**config.mk**
```make
export PLATFORM = sky130hd
export DESIGN_NAME = strap_ternary_reader
export DESIGN_NICKNAME = d
export VERILOG_FILES = /design/src/rtl/strap_pkg.sv /design/src/rtl/strap_sync.sv /design/src/rtl/strap_settle_timer.sv /design/src/rtl/strap_digit_acc.sv /design/src/rtl/strap_ternary_reader.sv
export SDC_FILE = /design/constraint.sdc
export NUM_CORES = 1
export LEC_CHECK = 0
export BUFFER_PORTS_ARGS = -buffer_cell sky130_fd_sc_hd__buf_4
export CORE_MARGIN = 2
export CORE_UTILIZATION = 25
export CTS_CLUSTER_SIZE = 24
export DETAILED_ROUTE_END_ITERATION = 8
export GPL_TIMING_DRIVEN = 0
export PLACE_DENSITY = 0.37
export SYNTH_ARGS = -nofsm -noshare
export SYNTH_HDL_FRONTEND = slang
export SYNTH_SLANG_ARGS = --single-unit
```
**constraint.sdc**
```tcl
create_clock -name clk -period 5.1 [get_ports clk]
set_input_delay 0.255 -clock clk [delete_from_list [all_inputs] [get_ports clk]]
set_output_delay 0.255 -clock clk [all_outputs]
set_load 0.02 [all_outputs]
```
**src/rtl/strap_pkg.sv**
```systemverilog
package strap_pkg;

   typedef enum logic [2:0] {
      ST_IDLE,
      ST_SET_UP,
      ST_WAIT_HI,
      ST_WAIT_LO,
      ST_DONE
   } strap_state_e;

   localparam logic [1:0] DIG_LOW  = 2'd0;
   localparam logic [1:0] DIG_HIGH = 2'd1;
   localparam logic [1:0] DIG_OPEN = 2'd2;

   function automatic int pow3(input int n);
      int r;
      r = 1;
      for (int i = 0; i < n; i++) r = r * 3;
      return r;
   endfunction

   function automatic logic [1:0] classify(input logic s_up, input logic s_dn);
      if (s_up && s_dn)        return DIG_HIGH;
      else if (!s_up && !s_dn) return DIG_LOW;
      else                     return DIG_OPEN;
   endfunction

endpackage

```
**src/rtl/strap_sync.sv**
```systemverilog
module strap_sync #(
   parameter int WIDTH  = 8,
   parameter int STAGES = 2
) (
   input  logic             clk,
   input  logic             rst_n,
   input  logic [WIDTH-1:0] d_i,
   output logic [WIDTH-1:0] q_o
);

   logic [WIDTH-1:0] chain [STAGES];

   always_ff @(posedge clk or negedge rst_n) begin
      if (!rst_n) chain[0] <= '0;
      else        chain[0] <= d_i;
   end

   for (genvar s = 1; s < STAGES; s++) begin : g_stage
      always_ff @(posedge clk or negedge rst_n) begin
         if (!rst_n) chain[s] <= '0;
         else        chain[s] <= chain[s-1];
      end
   end

   assign q_o = chain[STAGES-1];

endmodule

```
**src/rtl/strap_settle_timer.sv**
```systemverilog
module strap_settle_timer #(
   parameter int CYCLES = 1875
) (
   input  logic clk,
   input  logic rst_n,
   input  logic load_i,
   output logic expired_o
);

   localparam int TW = (CYCLES > 1) ? $clog2(CYCLES) : 1;

   logic [TW-1:0] cnt;

   always_ff @(posedge clk or negedge rst_n) begin
      if (!rst_n)            cnt <= '0;
      else if (load_i)       cnt <= TW'(CYCLES - 1);
      else if (cnt != '0)    cnt <= cnt - 1'b1;
   end

   assign expired_o = (cnt == '0);

   AST_TIMER_BOUND: assert property (@(posedge clk) disable iff (!rst_n)
      int'(cnt) <= CYCLES - 1);
   AST_TIMER_DESCENDS: assert property (@(posedge clk) disable iff (!rst_n)
      (!load_i && cnt != '0) |=> (cnt == $past(cnt) - 1'b1));

endmodule

```
**src/rtl/strap_digit_acc.sv**
```systemverilog
module strap_digit_acc
   import strap_pkg::*;
#(
   parameter int NUM_PINS = 8,
   parameter int RES_W    = 13
) (
   input  logic             clk,
   input  logic             rst_n,
   input  logic             clear_i,
   input  logic             push_i,
   input  logic [1:0]       digit_i,
   output logic [RES_W-1:0] acc_o
);

   always_ff @(posedge clk or negedge rst_n) begin
      if (!rst_n)       acc_o <= '0;
      else if (clear_i) acc_o <= '0;
      else if (push_i)  acc_o <= RES_W'(acc_o * RES_W'(3)) + RES_W'(digit_i);
   end

   AST_DIGIT_LEGAL: assert property (@(posedge clk) disable iff (!rst_n)
      push_i |-> (digit_i != 2'd3));
   AST_ACC_RANGE: assert property (@(posedge clk) disable iff (!rst_n)
      int'(acc_o) < pow3(NUM_PINS));

endmodule

```
**src/rtl/strap_ternary_reader.sv**
```systemverilog
module strap_ternary_reader
   import strap_pkg::*;
#(
   parameter int          NUM_PINS    = 8,
   parameter int unsigned CLK_HZ      = 125_000_000,
   parameter int unsigned SETTLE_NS   = 15_000,
   parameter int          SYNC_STAGES = 2,
   parameter int          RES_W       = $clog2(pow3(NUM_PINS))
) (
   input  logic                clk,
   input  logic                rst_n,
   input  logic                start_i,
   input  logic                preserve_i,
   input  logic [NUM_PINS-1:0] pad_i,
   output logic [NUM_PINS-1:0] probe_o,
   output logic [NUM_PINS-1:0] pull_up_o,
   output logic [NUM_PINS-1:0] pull_dn_o,
   output logic                done_o,
   output logic [RES_W-1:0]    result_o
);

   localparam longint unsigned SETTLE_L =
      (64'(CLK_HZ) * 64'(SETTLE_NS) + 64'd999_999_999) / 64'd1_000_000_000;
   localparam int SETTLE_CYC = int'(SETTLE_L);
   localparam int IDX_W      = (NUM_PINS > 1) ? $clog2(NUM_PINS) : 1;

   // elaboration-time parameter checks
   if (NUM_PINS < 1 || NUM_PINS > 8) begin : g_bad_pins
      $error("NUM_PINS must be within 1..8");
   end
   if (SYNC_STAGES < 2) begin : g_bad_sync
      $error("SYNC_STAGES must be at least 2");
   end
   if (SETTLE_CYC <= SYNC_STAGES) begin : g_bad_settle
      $error("settling interval must exceed synchronizer depth");
   end
   if ((64'd1 << RES_W) < 64'(pow3(NUM_PINS))) begin : g_bad_resw
      $error("RES_W too narrow for 3^NUM_PINS - 1");
   end

   strap_state_e        state;
   logic [IDX_W-1:0]    idx;
   logic                keep_q;
   logic                hi_q;
   logic                saved_pu, saved_pd;
   logic [NUM_PINS-1:0] pu_q, pd_q, probe_q;
   logic [NUM_PINS-1:0] pad_s;
   logic                expired, tmr_load, push, clear;
   logic [1:0]          digit;
   logic                last_pin;

   strap_sync #(.WIDTH(NUM_PINS), .STAGES(SYNC_STAGES)) u_sync (
      .clk   (clk),
      .rst_n (rst_n),
      .d_i   (pad_i),
      .q_o   (pad_s)
   );

   assign tmr_load = (state == ST_SET_UP) || (state == ST_WAIT_HI && expired);

   strap_settle_timer #(.CYCLES(SETTLE_CYC)) u_timer (
      .clk       (clk),
      .rst_n     (rst_n),
      .load_i    (tmr_load),
      .expired_o (expired)
   );

   assign digit    = classify(hi_q, pad_s[idx]);
   assign push     = (state == ST_WAIT_LO) && expired;
   assign clear    = (state == ST_IDLE) && start_i;
   assign last_pin = (idx == IDX_W'(NUM_PINS - 1));

   strap_digit_acc #(.NUM_PINS(NUM_PINS), .RES_W(RES_W)) u_acc (
      .clk     (clk),
      .rst_n   (rst_n),
      .clear_i (clear),
      .push_i  (push),
      .digit_i (digit),
      .acc_o   (result_o)
   );

   always_ff @(posedge clk or negedge rst_n) begin
      if (!rst_n) begin
         state    <= ST_IDLE;
         idx      <= '0;
         keep_q   <= 1'b0;
         hi_q     <= 1'b0;
         saved_pu <= 1'b0;
         saved_pd <= 1'b0;
         pu_q     <= '0;
         pd_q     <= '0;
         probe_q  <= '0;
      end else begin
         case (state)
            ST_IDLE: begin
               if (start_i) begin
                  keep_q <= preserve_i;
                  idx    <= '0;
                  state  <= ST_SET_UP;
               end
            end
            ST_SET_UP: begin
               saved_pu       <= pu_q[idx];
               saved_pd       <= pd_q[idx];
               pu_q[idx]      <= 1'b1;
               pd_q[idx]      <= 1'b0;
               probe_q        <= '0;
               probe_q[idx]   <= 1'b1;
               state          <= ST_WAIT_HI;
            end
            ST_WAIT_HI: begin
               if (expired) begin
                  hi_q      <= pad_s[idx];
                  pu_q[idx] <= 1'b0;
                  pd_q[idx] <= 1'b1;
                  state     <= ST_WAIT_LO;
               end
            end
            ST_WAIT_LO: begin
               if (expired) begin
                  probe_q <= '0;
                  if (keep_q) begin
                     pu_q[idx] <= saved_pu;
                     pd_q[idx] <= saved_pd;
                  end else if (digit != DIG_OPEN) begin
                     pd_q[idx] <= 1'b0;
                  end
                  if (last_pin) state <= ST_DONE;
                  else begin
                     idx   <= idx + 1'b1;
                     state <= ST_SET_UP;
                  end
               end
            end
            ST_DONE:  state <= ST_IDLE;
            default:  state <= ST_IDLE;
         endcase
      end
   end

   assign probe_o   = probe_q;
   assign pull_up_o = pu_q;
   assign pull_dn_o = pd_q;
   assign done_o    = (state == ST_DONE);

   AST_PROBE_ONEHOT: assert property (@(posedge clk) disable iff (!rst_n)
      $onehot0(probe_o));
   AST_PULL_EXCL: assert property (@(posedge clk) disable iff (!rst_n)
      (pull_up_o & pull_dn_o) == '0);
   AST_DONE_PULSE: assert property (@(posedge clk) disable iff (!rst_n)
      done_o |=> !done_o);
   AST_IDLE_QUIET: assert property (@(posedge clk) disable iff (!rst_n)
      (state == ST_IDLE) |-> (probe_o == '0));
   AST_BUSY_START: assert property (@(posedge clk) disable iff (!rst_n)
      (start_i && state != ST_IDLE && state != ST_DONE) |=> (state != ST_IDLE));
   AST_RESULT_HOLD: assert property (@(posedge clk) disable iff (!rst_n)
      (state == ST_IDLE && !start_i) |=> $stable(result_o));

endmodule

```
-- Word level (Yosys, flattened, before mapping)
Cells that the tools add are included.
- flip-flop bits (word level): 74
- output and inout port bits: 38
- logic and storage cells: 96
- input bits: 12
- mux-type cells: 36
- order comparisons: 2
- equal/unequal tests: 12
- bitwise gates (word level): 5
- add/sub/neg operators: 3
- multiply operators: 1
- reduce and logical (&&, ||, !) cells: 24
- operators with widths (operator ; count):
    $mux 8 ; 8
    $pmux 8 s3 ; 2
    $mux 13 ; 2
    $mux 11 ; 2
    $mux 3 ; 7
    $and 8x8->8 ; 2
    $bwmux 8 ; 2
    $or 8x8->8 ; 2
    $pmux 8 s2 ; 1
    $add 13x2->13 ; 1
    $mul 13x2->13 const B ; 1
    $ne 2x2->1 const B ; 6
    $pmux 3 s4 ; 1
    $reduce_and 4->1 ; 3
    $logic_not 11->1 ; 1
    $reduce_bool 11->1 ; 1
    $sub 11x1->11 const B ; 1
    $bmux 1 s3 ; 3
    $not 8->8 ; 1
    $reduce_bool 2->1 ; 4
    $eq 3x2->1 const B ; 2
    $eq 3x3->1 const B ; 2
    $logic_and 1x1->1 ; 6
    $pmux 3 s2 ; 1
    other kinds (14) ; 21

-- Depth between registers and ports, before layout
- word-level depth: 11
- mapped depth: 15
- mapped depth without buffers: 14

-- Cells and area by module
From an unflattened synthesis, not the netlist that was laid out.
- cell total of the unflattened synthesis: 387
- area, all modules: 4117.7 um2
- modules (own cells, without submodules) (module ; cells each ; seq. area each (um2) ; area an instance (um2) ; instances):
    strap_ternary_reader ; 176 ; 850.8 ; 1859.3 ; 1
    strap_digit_acc ; 124 ; 325.3 ; 1204.9 ; 1
    strap_settle_timer ; 63 ; 275.3 ; 593.1 ; 1
    strap_sync ; 24 ; 400.4 ; 460.4 ; 1

-- Worst setup path after synthesis
OpenSTA, ideal clock, no wires.
- path type: flip-flop to flip-flop
- from: reg idx[2]
- to: reg u_acc.acc_o[11]
- arrival: 3458 ps
- setup slack: 1559 ps
- cell stages (with the launch flop): 14
- buffers on the path: 2
- data required time: 5017 ps
- library setup time: 83 ps
- cells stage by stage: dfrtp_1 clkbuf_1 buf_1 o221ai_1 ha_1 fa_1 ha_1 fa_1 a21oi_1 o21ai_0 a21oi_1 o21ai_0 xnor2_1 o21ai_0
- word-level cells in the longest chain between the ends: 9
- elaborated cells between the ends (all ways): 10
- those cells by class: 1 x add/sub; 6 x mux; 3 x reduce/logical
- ends and longest elaborated chain (item ; line ; source):
    from (decl) ; strap_ternary_reader.sv:42 ; logic [IDX_W-1:0] idx;
    from (signal assigned) ; strap_ternary_reader.sv:130 ; idx <= idx + 1'b1;
    $bmux 1 s3 (*) ; strap_ternary_reader.sv:68 ; assign digit = classify(hi_q, pad_s[idx]);
    $mux 1 (implied by the code) (*) ; strap_ternary_reader.sv:68 ;
    $logic_not 1->1 ; strap_pkg.sv:24 ; else if (!s_up && !s_dn) return DIG_LOW;
    $logic_and 1x1->1 ; strap_pkg.sv:24 ;
    $mux 2 ; strap_pkg.sv:24 ;
    $mux 2 (*) ; strap_pkg.sv:23 ; if (s_up && s_dn) return DIG_HIGH;
    $add 13x2->13 (*) ; strap_digit_acc.sv:18 ; else if (push_i) acc_o <= RES_W'(acc_o * RES_W'(3)) + RES_W'(digit_i);
    $mux 13 (*) ; strap_digit_acc.sv:18 ;
    $mux 13 (*) ; strap_digit_acc.sv:17 ; else if (clear_i) acc_o <= '0;
    to (signal assigned) ; strap_digit_acc.sv:18 ;
    to (decl) ; strap_digit_acc.sv:12 ; output logic [RES_W-1:0] acc_o
Mark *: on every way between the ends. The rest lies on a longest branch, timed or not. The select of a mux whose other input is x is not followed.
A chain may end at the register's enable or synchronous reset.

-- Worst setup path after layout
Ends and elaborated chain as after synthesis.

==> qor.yml <==
run_status:
  status: "finished clean"
clocking:
  cts_resized: 0
  cts_root_buffer: "clkbuf_16"
  clkLatencyLatePin_ns: 0.33
  clock_sinks: 74
  cts_buffer_depth: 2
  cts_setup_buffers: 0
  cts_tree: "built"
  cts_inserted_buffers: 9
  postCtsHoldBufs: 0
  clk_pin_slew_ns: 0.06
  h-tree-depth: 3
timing:
  timing.final.crit_period_ns: 4.52
  finClkSkew_ns: 0.00786
  setup-violations-final: 0
  final.setup.worst_slack_ns: 0.579
  final.period_utilization: 0.886
  finalMaxSlewViolations: 0
  fmax_ghz: 0.221
  relSlewSlack: 0.330
  grt_setup_unrepaired: "false"
  tightestPinTransition_ns: 1.00
  fin_setup_tns_ns: 0
  hold_violations: 0
routing:
  vias_per_cell: 4.62
  drt_pre_antenna_iters: 4
  wirelength_um: 10300
  first_iter_violations: 156
  wl_per_cell_um: 15.8
  final_antenna_net_count: 0
  drc_errors: 0
  via_count: 3012
placement:
  dp.cells: 636
  placed_area_um2: 4540
  hpwlAfterDp_um: 7370
  dp_slack_ns: 0.539
  port_buffers: 49
  gp_congestion: 0.806
die:
  die_area_um2: 16600
  dieHeight_um: 129
  core_um2: 15300
  io_pins: 50
  rows: 45
  start_util: 0.256
  die_w_um: 129
layout:
  drive_gt1_frac: 0.229
  regArea_um2: 1850
  antenna_cells: 0
  fin_cells: 652
  final_area_um2: 4850
  syn2layout_area_growth_pct: 24.2
  nNetsFinal: 476
  nFillCells: 1565
  multi_input_area_um2: 1960
worst_setup_path:
  r2r_slack_ns: 0.58
  r2r-start: "idx[2]$_DFFE_PN0P_"
  reg2reg_depth: 13
  cp.required_ns: 5.34
  crit_fanout: 10
  end_kind: "flip-flop"
  crit_path_start_kind: "flip-flop"
  path_class: "reg2reg"
  r2r_end: "u_acc.acc_o[11]$_DFFE_PN0P_"
  cp.arrival_ns: 4.77
synth:
  avgSynthCellArea_um2: 10.4
  postSynth.asyncResetShare: 1.00
  synth_area_um2: 3900
  netlist.area_leader.share: 0.474
  synth_nets: 416
  synth_warnings: 0
  yosysUniqueCellTypes: 60
  synthFlopType: "dfrtp_1"
  synth_edf_count: 0
  syn_inst: 376
  ys_ff_latch: 74
  synth_top_cell_by_area: "dfrtp_1"
  ys_seq_area_frac: 0.474
  ys_top_cells_by_area: "dfrtp_1 (47%), ha_1 (8.3%), mux2_2 (6.6%)"
global_route:
  antenna_found_initial: 0
  grt_max_degree: 75
  grt-ovfl-total: 0
  track_usage: 0.133
  grt_pass1_wl_um: 17200
  grt_pass1_vias: 3143
pwr:
  power.leakage_uw: 0.00226
  p_total_uw: 1700
  peakVddDrop_uv: 136
  power.density_nw_per_um2: 350
min_path:
  whs_path_depth: 1
  hp-class: "in2reg"
  worst_hold_startpoint: "pad_i[2]"
  min_to: "u_sync.chain[10]$_DFF_PN0_"
run:
  drv_cap: 0
[Yosys cell counts (2+ instances only)]
| cell | instances |
|---|---|
| nor2_1 | 28 |
| o211ai_1 | 2 |
| nand4_1 | 2 |
| inv_1 | 5 |
| and3_1 | 2 |
| or4_1 | 3 |
| a22o_1 | 2 |
| clkbuf_1 | 10 |
| fa_1 | 2 |
| and2_1 | 5 |
| a22oi_1 | 2 |
| or3b_2 | 2 |
| buf_1 | 2 |
| a211o_1 | 2 |
| o21ai_0 | 25 |
| xor2_1 | 6 |
| nor3_1 | 4 |
| nand2_1 | 39 |
| o21bai_1 | 2 |
| or3_1 | 2 |
| dfrtp_1 | 74 |
| nor4_1 | 2 |
| mux2i_1 | 3 |
| nand2b_1 | 2 |
| nor3_2 | 2 |
| buf_2 | 2 |
| mux2_2 | 23 |
| nor2b_1 | 2 |
| nand3_1 | 30 |
| a221oi_1 | 2 |
| xnor2_1 | 7 |
| a21o_1 | 5 |
| nand3b_1 | 3 |
| ha_1 | 26 |
| a21oi_1 | 21 |
[how the worst max path moves through the flow]
stage | endpoint | startpoint | slack (ns)
2_1_floorplan | u_acc.acc_o[11]$_DFFE_PN0P_ | idx[2]$_DFFE_PN0P_ | 1.56
6_report | u_acc.acc_o[11]$_DFFE_PN0P_ | idx[2]$_DFFE_PN0P_ | 0.58
4_1_cts | u_acc.acc_o[11]$_DFFE_PN0P_ | idx[2]$_DFFE_PN0P_ | 0.49
3_5_place_dp | u_acc.acc_o[11]$_DFFE_PN0P_ | idx[2]$_DFFE_PN0P_ | 0.54
3_3_place_gp | u_acc.acc_o[11]$_DFFE_PN0P_ | idx[2]$_DFFE_PN0P_ | 0.55
5_1_grt | u_acc.acc_o[11]$_DFFE_PN0P_ | idx[2]$_DFFE_PN0P_ | 0.21
[layout by cell type, fill, tap and decap left out, types with 3 or more instances in the layout]
| master | n |
|---|---|
| ha_1 | 26 |
| or4_1 | 3 |
| inv_1 | 5 |
| nor2_1 | 28 |
| nand2_1 | 39 |
| xnor2_1 | 7 |
| clkinv_4 | 4 |
| nand3_1 | 30 |
| clkbuf_1 | 10 |
| clkbuf_16 | 9 |
| mux2i_1 | 3 |
| o21ai_0 | 25 |
| a21oi_1 | 21 |
| nor3_1 | 4 |
| a21o_1 | 5 |
| nand3b_1 | 3 |
| xor2_1 | 6 |
| and2_1 | 5 |
| dfrtp_1 | 74 |
| mux2_2 | 23 |
| buf_4 | 49 |
[layout make-up]
cell class / count / area share
inverter: 6 / 0.00464
buffer: 15 / 0.0137
multi-input combinational: 281 / 0.405
clock buffer: 10 / 0.0493
clock inverter: 6 / 0.0152
sequential: 74 / 0.382
tap: 211 / 0.0544
timing repair buffer: 49 / 0.0759
[stage by stage]
| stage | hold WS (ns) | utilization |
|---|---|---|
| final | 0.0246 | 0.318 |
| after detailed placement | 0.335 | 0.297 |
| after global routing | 0.00437 | 0.318 |
| after floorplan | -0.0406 | - |
| after CTS | 0.00800 | 0.318 |
| after global placement | 0.337 | 0.297 |
[logic make-up (layout without fill, tap and decap cells)]
| group | Yosys count | after routing | share of synthesized area |
|---|---|---|---|
| AOI/OAI and AO/OA | 77 | 77 | 0.126 |
| xor gates and xnor gates | 13 | 13 | 0.0292 |
| adders and majority gates | 28 | 28 | 0.0936 |
| buffers and inverters | 21 | 86 | 0.0228 |
| DFF | 74 | 74 | 0.474 |
| muxes | 27 | 27 | 0.0769 |
| and+or+nand+nor | 136 | 136 | 0.177 |
[critical path, cell delays in order (launching register included)]
cell and delay (ns):
dfrtp_1 0.48, clkbuf_1 0.42, buf_1 0.51, o221ai_1 0.34, ha_1 0.44, fa_1 0.43, ha_1 0.24, fa_1 0.41
a21oi_1 0.23, o21ai_0 0.12, a21oi_1 0.33, o21ai_0 0.18, xnor2_1 0.14, o21ai_0 0.16
[routing by layer]
layer  GRT usage  vias up  share of wire
met1       0.180     1448           0.48
met5           0        -              0
li1            -     1489              -
met3      0.0349       12          0.038
met4      0.0454        0          0.021
met2       0.208       63           0.46
[power by group]
part           total, µW  internal [µW]  switching, µW
Combinational        309            129            180
Sequential           726            658           68.5
Clock                661            397            264
[registers in the layout, summed over array words and instances, names as in the netlist]
signal and flops:
probe_o 8, hi_q 1, pull_dn_o 8, idx 3, saved_pd 1, keep_q 1
saved_pu 1, u_timer.cnt 11, u_sync.q_o 8, u_acc.acc_o 13, u_sync.chain 8, state 3
pull_up_o 8
Note: power is estimated with default switching activity, not from simulation.
